**src/rtl/alm_pkg.sv**
```systemverilog
package alm_pkg;
  localparam int ALARMS     = 2;
  localparam int FIELD_W    = 8;
  localparam int NUM_FIELDS = 4;

  typedef struct packed {
    logic              split;
    logic [ALARMS-1:0] ie;
  } irq_ctl_t;
endpackage

```
**src/rtl/alm_rst_sync.sv**
```systemverilog
module alm_rst_sync (
  input  logic clk,
  input  logic rst_n,
  output logic rst_sync_n
);
  logic [1:0] sync_q;

  always_ff @(posedge clk or negedge rst_n) begin
    if (!rst_n) sync_q <= 2'b00;
    else        sync_q <= {sync_q[0], 1'b1};
  end

  assign rst_sync_n = sync_q[1];
endmodule

```
**src/rtl/alm_set.sv**
```systemverilog
module alm_set #(
  parameter int FIELD_W    = 8,
  parameter int NUM_FIELDS = 4,
  parameter int FSEL_W     = $clog2(NUM_FIELDS)
) (
  input  logic                              clk,
  input  logic                              rst_n,
  input  logic                              wr_en_i,
  input  logic [FSEL_W-1:0]                 wr_field_i,
  input  logic [FIELD_W-1:0]                wr_data_i,
  input  logic [NUM_FIELDS*(FIELD_W-1)-1:0] now_i,
  output logic                              hit_o
);
  localparam int VAL_W = FIELD_W - 1;

  logic [FIELD_W-1:0]    fld_q [NUM_FIELDS];
  logic [FIELD_W-1:0]    fld_d [NUM_FIELDS];
  logic [NUM_FIELDS-1:0] fhit;

  always_comb begin
    for (int k = 0; k < NUM_FIELDS; k++) begin
      fld_d[k] = (wr_en_i && (wr_field_i == FSEL_W'(k))) ? wr_data_i : fld_q[k];
    end
  end

  always_ff @(posedge clk or negedge rst_n) begin
    if (!rst_n) begin
      for (int k = 0; k < NUM_FIELDS; k++) fld_q[k] <= '0;
    end else begin
      for (int k = 0; k < NUM_FIELDS; k++) fld_q[k] <= fld_d[k];
    end
  end

  for (genvar k = 0; k < NUM_FIELDS; k++) begin : g_cmp
    assign fhit[k] = fld_q[k][FIELD_W-1] |
                     (fld_q[k][VAL_W-1:0] == now_i[k*VAL_W +: VAL_W]);
  end

  assign hit_o = &fhit;
endmodule

```
**src/rtl/alm_flag.sv**
```systemverilog
module alm_flag (
  input  logic clk,
  input  logic rst_n,
  input  logic tick_i,
  input  logic hit_i,
  input  logic clr_i,
  output logic flag_o
);
  logic flag_d, flag_q;

  always_comb begin
    flag_d = (tick_i & hit_i) | (flag_q & ~clr_i);
  end

  always_ff @(posedge clk or negedge rst_n) begin
    if (!rst_n) flag_q <= 1'b0;
    else        flag_q <= flag_d;
  end

  assign flag_o = flag_q;
endmodule

```
**src/rtl/alm_route.sv**
```systemverilog
module alm_route (
  input  logic       split_i,
  input  logic [1:0] flag_i,
  input  logic [1:0] ie_i,
  output logic       irq_a_n_o,
  output logic       irq_b_n_o
);
  logic [1:0] gated;

  always_comb begin
    gated     = flag_i & ie_i;
    irq_a_n_o = ~(gated[0] | (~split_i & gated[1]));
    irq_b_n_o = ~(split_i & gated[1]);
  end
endmodule

```
**src/rtl/alarm_irq_unit.sv**
```systemverilog
module alarm_irq_unit
  import alm_pkg::*;
#(
  parameter int FIELD_W    = alm_pkg::FIELD_W,
  parameter int NUM_FIELDS = alm_pkg::NUM_FIELDS,
  parameter int FSEL_W     = $clog2(NUM_FIELDS),
  parameter int NOW_W      = NUM_FIELDS * (FIELD_W - 1)
) (
  input  logic              clk,
  input  logic              rst_n,
  input  logic              tick_i,
  input  logic [NOW_W-1:0]  now_i,
  input  logic              wr_en_i,
  input  logic              wr_alarm_i,
  input  logic [FSEL_W-1:0] wr_field_i,
  input  logic [FIELD_W-1:0] wr_data_i,
  input  logic              ctl_wr_i,
  input  logic [ALARMS-1:0] ctl_ie_i,
  input  logic              ctl_split_i,
  input  logic [ALARMS-1:0] clr_i,
  output logic [ALARMS-1:0] flag_o,
  output logic              irq_a_n_o,
  output logic              irq_b_n_o
);
  logic              rst_sync_n;
  irq_ctl_t          ctl_d, ctl_q;
  logic [ALARMS-1:0] hit;
  logic [ALARMS-1:0] ie_q;
  logic              split_q;

  alm_rst_sync u_rst (
    .clk        (clk),
    .rst_n      (rst_n),
    .rst_sync_n (rst_sync_n)
  );

  always_comb begin
    ctl_d = ctl_q;
    if (ctl_wr_i) begin
      ctl_d.ie    = ctl_ie_i;
      ctl_d.split = ctl_split_i;
    end
  end

  always_ff @(posedge clk or negedge rst_sync_n) begin
    if (!rst_sync_n) ctl_q <= '0;
    else             ctl_q <= ctl_d;
  end

  assign ie_q    = ctl_q.ie;
  assign split_q = ctl_q.split;

  for (genvar a = 0; a < ALARMS; a++) begin : g_alarm
    alm_set #(
      .FIELD_W    (FIELD_W),
      .NUM_FIELDS (NUM_FIELDS),
      .FSEL_W     (FSEL_W)
    ) u_set (
      .clk        (clk),
      .rst_n      (rst_sync_n),
      .wr_en_i    (wr_en_i && (wr_alarm_i == 1'(a))),
      .wr_field_i (wr_field_i),
      .wr_data_i  (wr_data_i),
      .now_i      (now_i),
      .hit_o      (hit[a])
    );

    alm_flag u_flag (
      .clk    (clk),
      .rst_n  (rst_sync_n),
      .tick_i (tick_i),
      .hit_i  (hit[a]),
      .clr_i  (clr_i[a]),
      .flag_o (flag_o[a])
    );
  end

  alm_route u_route (
    .split_i   (split_q),
    .flag_i    (flag_o),
    .ie_i      (ie_q),
    .irq_a_n_o (irq_a_n_o),
    .irq_b_n_o (irq_b_n_o)
  );
endmodule

```
**config.mk**
```make
export PLATFORM = sky130hd
export DESIGN_NAME = alarm_irq_unit
export DESIGN_NICKNAME = d
export VERILOG_FILES = /design/src/rtl/alm_pkg.sv /design/src/rtl/alm_rst_sync.sv /design/src/rtl/alm_set.sv /design/src/rtl/alm_flag.sv /design/src/rtl/alm_route.sv /design/src/rtl/alarm_irq_unit.sv
export SDC_FILE = /design/constraint.sdc
export NUM_CORES = 1
export LEC_CHECK = 0
export BUFFER_PORTS_ARGS = -buffer_cell sky130_fd_sc_hd__buf_4
export CAP_MARGIN = 5
export CORE_MARGIN = 2
export CORE_UTILIZATION = 54
export DETAILED_ROUTE_END_ITERATION = 6
export PLACE_DENSITY = 0.75
export SETUP_SLACK_MARGIN = 0.3
export SKIP_CTS_REPAIR_TIMING = 1
export SLEW_MARGIN = 20
export SYNTH_ARGS = -nofsm -noshare
export SYNTH_HDL_FRONTEND = slang
export SYNTH_SLANG_ARGS = --single-unit
export TNS_END_PERCENT = 100
```
**constraint.sdc**
```tcl
create_clock -name clk -period 3.3 [get_ports clk]
set_input_delay 0.165 -clock clk [delete_from_list [all_inputs] [get_ports clk]]
set_output_delay 0.165 -clock clk [all_outputs]
set_load 0.1 [all_outputs]
```
* Yosys cells after proc, flatten, opt, wreduce, memory -nomap -nowiden
Index checks and enable logic that the tools add are counted. W data, S select, Z words.
Word-level totals: input bits 49, output and inout port bits 4, word-level logic and storage cells 61, register bits 71
Cells by class: bitwise operators 24, reduce and logical (&&, ||, !) cells 13, eq/ne operators 11
Operators with widths (number):
- $eq A7 B7 Y1 | 8
- $or A1 B1 Y1 | 11
- $logic_and A1 B1 Y1 | 10
- $reduce_and A4 Y1 | 2
- $and A1 B1 Y1 | 6
- $not A1 Y1 | 6
- $eq A2 B2 Y1 const B | 2
- $and A2 B2 Y2 | 1
- $eq A2 B1 Y1 const B | 1
- $logic_not A2 Y1 | 1

* Longest topological paths before layout
depth after elaboration 5, depth in mapped cells 4, depth with buffers taken out 4

* Cells and area by module
From an unflattened synthesis, not the netlist that was laid out.
Unflattened totals: cell total of the unflattened synthesis 232, area, all modules 3304.4 um2
Modules (own cells, without submodules):
- alm_set | cells each 105, sequential area each 800.8 um2, times used 2, area an instance 1511.4 um2
- alarm_irq_unit | cells each 8, sequential area each 75.1 um2, times used 1, area an instance 121.4 um2
- alm_flag | cells each 4, sequential area each 25.0 um2, times used 2, area an instance 41.3 um2
- alm_rst_sync | cells each 3, sequential area each 50.0 um2, times used 1, area an instance 53.8 um2
- alm_route | cells each 3, sequential area each 0.0 um2, times used 1, area an instance 23.8 um2

* Worst setup path before layout
Ideal clock, no wire load.
path kind register -> output, from register g_alarm[1].u_flag.flag_q, to output irq_a_n_o, data required time 3135 ps, buffers on the path 0, path slack 1199 ps, cell stages (with the launch flop) 4, data arrival time 1936 ps, path through dfrtp_1 nand2_1 nor2_1 a21oi_1
On the way: cells in the longest elaborated chain, start to end 4
RTL lines:
- start, declared | line alm_flag.sv:9 | logic flag_d, flag_q;
- start signal, assigned | line alm_flag.sv:17 | else flag_q <= flag_d;
- $and A2 B2 Y2 | line alm_route.sv:11 | gated = flag_i & ie_i;
- $and A1 B1 Y1 | line alm_route.sv:12 | irq_a_n_o = ~(gated[0] | (~split_i & gated[1]));
- $or A1 B1 Y1 | line alm_route.sv:12
- $not A1 Y1 | line alm_route.sv:12
- end, declared | line alarm_irq_unit.sv:22 | output logic irq_a_n_o,
No other way between the ends.

* Final worst setup path
from register g_alarm[1].u_set.fld_q[29] (netlist bit), to register g_alarm[1].u_flag.flag_q
On the way: cells in the longest elaborated chain, start to end 5
RTL lines:
- start, declared | line alm_set.sv:16 | logic [FIELD_W-1:0] fld_q [NUM_FIELDS];
- $eq A7 B7 Y1 | line alm_set.sv:36 | (fld_q[k][VAL_W-1:0] == now_i[k*VAL_W +: VAL_W]);
- $or A1 B1 Y1 | line alm_set.sv:35 | assign fhit[k] = fld_q[k][FIELD_W-1] |
- $reduce_and A4 Y1 | line alm_set.sv:39 | assign hit_o = &fhit;
- $and A1 B1 Y1 | line alm_flag.sv:12 | flag_d = (tick_i & hit_i) | (flag_q & ~clr_i);
- $or A1 B1 Y1 | line alm_flag.sv:12
- via g_alarm[1].u_flag.flag_d | line alm_flag.sv:9
The timed path passes the listed nets, and every way through them passes these cells. A chain may end at the register's enable or synchronous reset.

==> impl_metrics.sql <==
INSERT INTO impl_metrics (metric_group, metric, value, unit) VALUES
('place', 'dp_slack', '1.77', 'ns'),
('timing', 'period_needed', '1.67', 'ns'),
('clocking', 'clk_path_buf_depth', '2', ''),
('place', 'hpwlAfterDp', '5000', 'µm'),
('clocking', 'cts.clk_slew.worst_paths', '0.08', 'ns'),
('pwr', 'switching_share', '27.2', '%'),
('setup_path', 'timing.critical_path.from_type', 'flip-flop', ''),
('timing', 'period_utilization', '50.6', '%'),
('clocking', 'cts.sinks', '71', ''),
('pwr', 'intPower', '1760', 'µW'),
('final_layout', 'layout_commonest_cell', 'sky130_fd_sc_hd__dfrtp_1', ''),
('detailed_routing', 'drt_pass_1_iters', '4', ''),
('die', 'effective_utilization_at_floorplan', '56.5', '%'),
('timing', 'achievable-frequency', '599', 'MHz'),
('setup_path', 'endpoint_kind', 'flip-flop', ''),
('yosys', 'post_synth.cell_area_avg', '14.2', 'µm²'),
('pwr', 'sequential_share_of_power', '48.8', '%'),
('die', 'die_height', '82.9', 'µm'),
('timing', 'finalMaxSlewViolations', '0', ''),
('final_layout', 'fillerInstances', '464', ''),
('pwr', 'total_switching_power', '658', 'µW'),
('pwr', 'powerDensity', '598', 'nW/µm²'),
('clocking', 'tritoncts.num_buffers', '9', ''),
('pwr', 'pwr-share-clk', '31.0', '%'),
('detailed_routing', 'initialDrtViolationCount', '84', ''),
('timing', 'max_slew_margin', '37.4', '%'),
('die', 'die-area', '6880', 'µm²'),
('clocking', 'cts_root_buf', 'sky130_fd_sc_hd__clkbuf_8', ''),
('job', 'drv.max_cap_violation_count', '0', ''),
('timing', 'timing_worst_slew_pin_value', '0.939', 'ns'),
('timing', 'hold_ws', '0.0589', 'ns'),
('global_route', 'overflow', '0', ''),
('yosys', 'mappedNetlistNets', '286', ''),
('global_route', 'antenna_found_initial', '0', ''),
('detailed_routing', 'drc', '0', ''),
('die', 'placementRows', '28', ''),
('yosys', 'synth-warning-count', '0', ''),
('setup_path', 'timing.critical_path.arrival', '1.87', 'ns'),
('detailed_routing', 'post_drt_wl_per_cell', '18.9', 'µm'),
('timing', 'skew', '0.00548', 'ns'),
('clocking', 'h_tree_depth', '3', ''),
('pwr', 'p_leak', '0.00176', 'µW'),
('die', 'top_level_ports', '53', ''),
('timing', 'report.final.setup_viol', '0', ''),
('final_layout', 'antenna-diode-count', '0', ''),
('outcome', 'result_of_the_run', 'complete, no violations', ''),
('global_route', 'grt_pass1_wl', '11900', 'µm'),
('final_layout', 'layout.nets', '346', ''),
('place', 'io_buffer_count', '52', ''),
('global_route', 'first_global_vias', '2300', ''),
('detailed_routing', 'vias_per_cell', '5.58', ''),
('final_layout', 'stdcell_count', '377', ''),
('pwr', 'ir_worst_vdd', '348', 'µV'),
('timing', 'finalHoldViolations', '0', ''),
('pwr', 'combinationalPowerShare', '20.2', '%'),
('die', 'die_w', '82.9', 'µm'),
('yosys', 'netlist_area_before_placement', '3360', 'µm²'),
('detailed_routing', 'postRouteWirelength', '7120', 'µm'),
('yosys', 'synthCells', '237', ''),
('clocking', 'cts_tree', 'yes', ''),
('worst_hold_path', 'timing.hold.worst.class', 'primary input to flip-flop', ''),
('setup_path', 'setup.worst_path.class', 'flip-flop to flip-flop', ''),
('timing', 'setup_tns', '0', 'ns'),
('timing', 'rsz0062_at_grt', 'false', ''),
('global_route', 'largest_net_degree_at_the_start_of_global_routing', '43', ''),
('setup_path', 'worstPathMaxFanout', '2', ''),
('yosys', 'yosys_register_bits', '71', ''),
('final_layout', 'post-route-util', '67.9', '%'),
('die', 'core-area', '5960', 'µm²'),
('place', 'place_inst', '360', ''),
('final_layout', 'flow.area_growth_from_synthesis', '20.2', '%'),
('yosys', 'netlist-cell-type-count', '24', ''),
('timing', 'postLayoutSetupSlackWorst', '1.63', 'ns'),
('detailed_routing', 'via_count', '2105', ''),
('place', 'finalWeightedCongestion', '0.785', ''),
('final_layout', 'final_layout_size_suffix_gt1_share', '47.4', '%'),
('clocking', 'insertion_delay', '0.34', 'ns'),
('global_route', 'global_route.usage.total', '22.6', '%'),
('detailed_routing', 'drtAntennaViolNets', '0', ''),
('yosys', 'ys_seq_area_share', '52.8', '%'),
('final_layout', 'layout_common_cells', 'sky130_fd_sc_hd__dfrtp_1 (70), sky130_fd_sc_hd__mux2_2 (67), sky130_fd_sc_hd__buf_4 (54)', ''),
('setup_path', 'critical_path_required', '3.50', 'ns');
[per-stage QoR]
step	power [µW]	cell area, µm²
2_1_floorplan	1520	3360
3_3_place_gp	1660	3820
3_5_place_dp	1690	3820
4_1_cts	2430	4030
5_1_grt	2540	4040
6_report	2420	4040
[synth_stat cells]
cell                       number  share of area, %
sky130_fd_sc_hd__dfrtp_1       71                53
sky130_fd_sc_hd__mux2_2        67                22
sky130_fd_sc_hd__xor2_1        32               8.3
sky130_fd_sc_hd__xnor2_1       24               6.2
sky130_fd_sc_hd__nor4_1         8               1.5
sky130_fd_sc_hd__a41oi_1        6               1.6
sky130_fd_sc_hd__buf_2          3              0.45
sky130_fd_sc_hd__nand4b_1       3              0.78
sky130_fd_sc_hd__a22oi_1        2              0.45
sky130_fd_sc_hd__and4_1         2              0.52
sky130_fd_sc_hd__buf_4          2              0.45
sky130_fd_sc_hd__nand2_1        2              0.22
sky130_fd_sc_hd__nand2b_1       2              0.37
sky130_fd_sc_hd__nor3b_4        2               1.1
sky130_fd_sc_hd__o41ai_1        2              0.52
sky130_fd_sc_hd__a21oi_1        1              0.15
sky130_fd_sc_hd__buf_6          1              0.33
sky130_fd_sc_hd__conb_1         1              0.11
sky130_fd_sc_hd__nand2b_4       1              0.41
sky130_fd_sc_hd__nand3_1        1              0.15
sky130_fd_sc_hd__nand4_1        1              0.19
sky130_fd_sc_hd__nor2_1         1              0.11
sky130_fd_sc_hd__nor3_2         1              0.30
sky130_fd_sc_hd__nor3_4         1              0.48
[power by group through the flow]
stage | sequential, µW | clock [µW] | combinational, µW
2_1_floorplan | 1170 | 0 | 355
3_3_place_gp | 1180 | 0 | 477
3_5_place_dp | 1200 | 0 | 488
4_1_cts | 1180 | 761 | 493
5_1_grt | 1200 | 803 | 538
6_report | 1180 | 748 | 489
[state kept, by name, summed over array words and instances (netlist names)]
signal / flops
g_alarm.u_set.fld_q: 64
g_alarm.u_flag.flag_o: 2
ie_q: 2
split_q: 1
u_rst.sync_q: 2
[final timing paths]
path / from / end / slack [ns] / cells after the start
min in group asynchronous: rst_n / u_rst.sync_q[1] / 0.14 / 2
max in group asynchronous: u_rst.sync_q[1] / g_alarm[1].u_set.fld_q[31] / 2.10 / 1
worst max register to register: g_alarm[1].u_set.fld_q[29] / g_alarm[1].u_flag.flag_o / 1.63 / 4
worst max-delay path: g_alarm[1].u_set.fld_q[29] / g_alarm[1].u_flag.flag_o / 1.63 / 4
worst min-delay path: ctl_ie_i[0] / ie_q[0] / 0.06 / 2
worst min register to register: u_rst.sync_q[0] / u_rst.sync_q[1] / 0.36 / 0
[per-layer routing]
metal	wire, µm	track usage [%]	vias to the layer above
met3	233	3.48	10
met2	3520	38.0	41
met4	95	7.60	0
li1	-	-	971
met1	3270	30.0	1083
met5	0	0	-
[final cells by class]
class	instances	area (µm²)	share of cell area (%)
flip-flops and latches	71	1780	44.0
multi-input cells	160	1550	38.2
clock inverters	7	87.6	2.17
clock buffers	9	124	3.06
well taps	75	93.8	2.32
repair buffers	55	415	10.3
[logic make-up after synthesis]
| family | synth area share (%) |
|---|---|
| mux | 22.4 |
| other cells | 0.112 |
| buf+inv | 1.23 |
| flops | 52.8 |
| compound gates | 2.68 |
| xor+xnor | 14.6 |
| simple gates | 6.14 |
[critical path, cell delays in order, from the launching register on]
cell                      delay, ns
sky130_fd_sc_hd__dfrtp_1       0.39
sky130_fd_sc_hd__xor2_1        0.14
sky130_fd_sc_hd__nor4_1        0.30
sky130_fd_sc_hd__a41oi_1       0.21
sky130_fd_sc_hd__o41ai_1       0.49
Power figures use the tool's default switching activity.
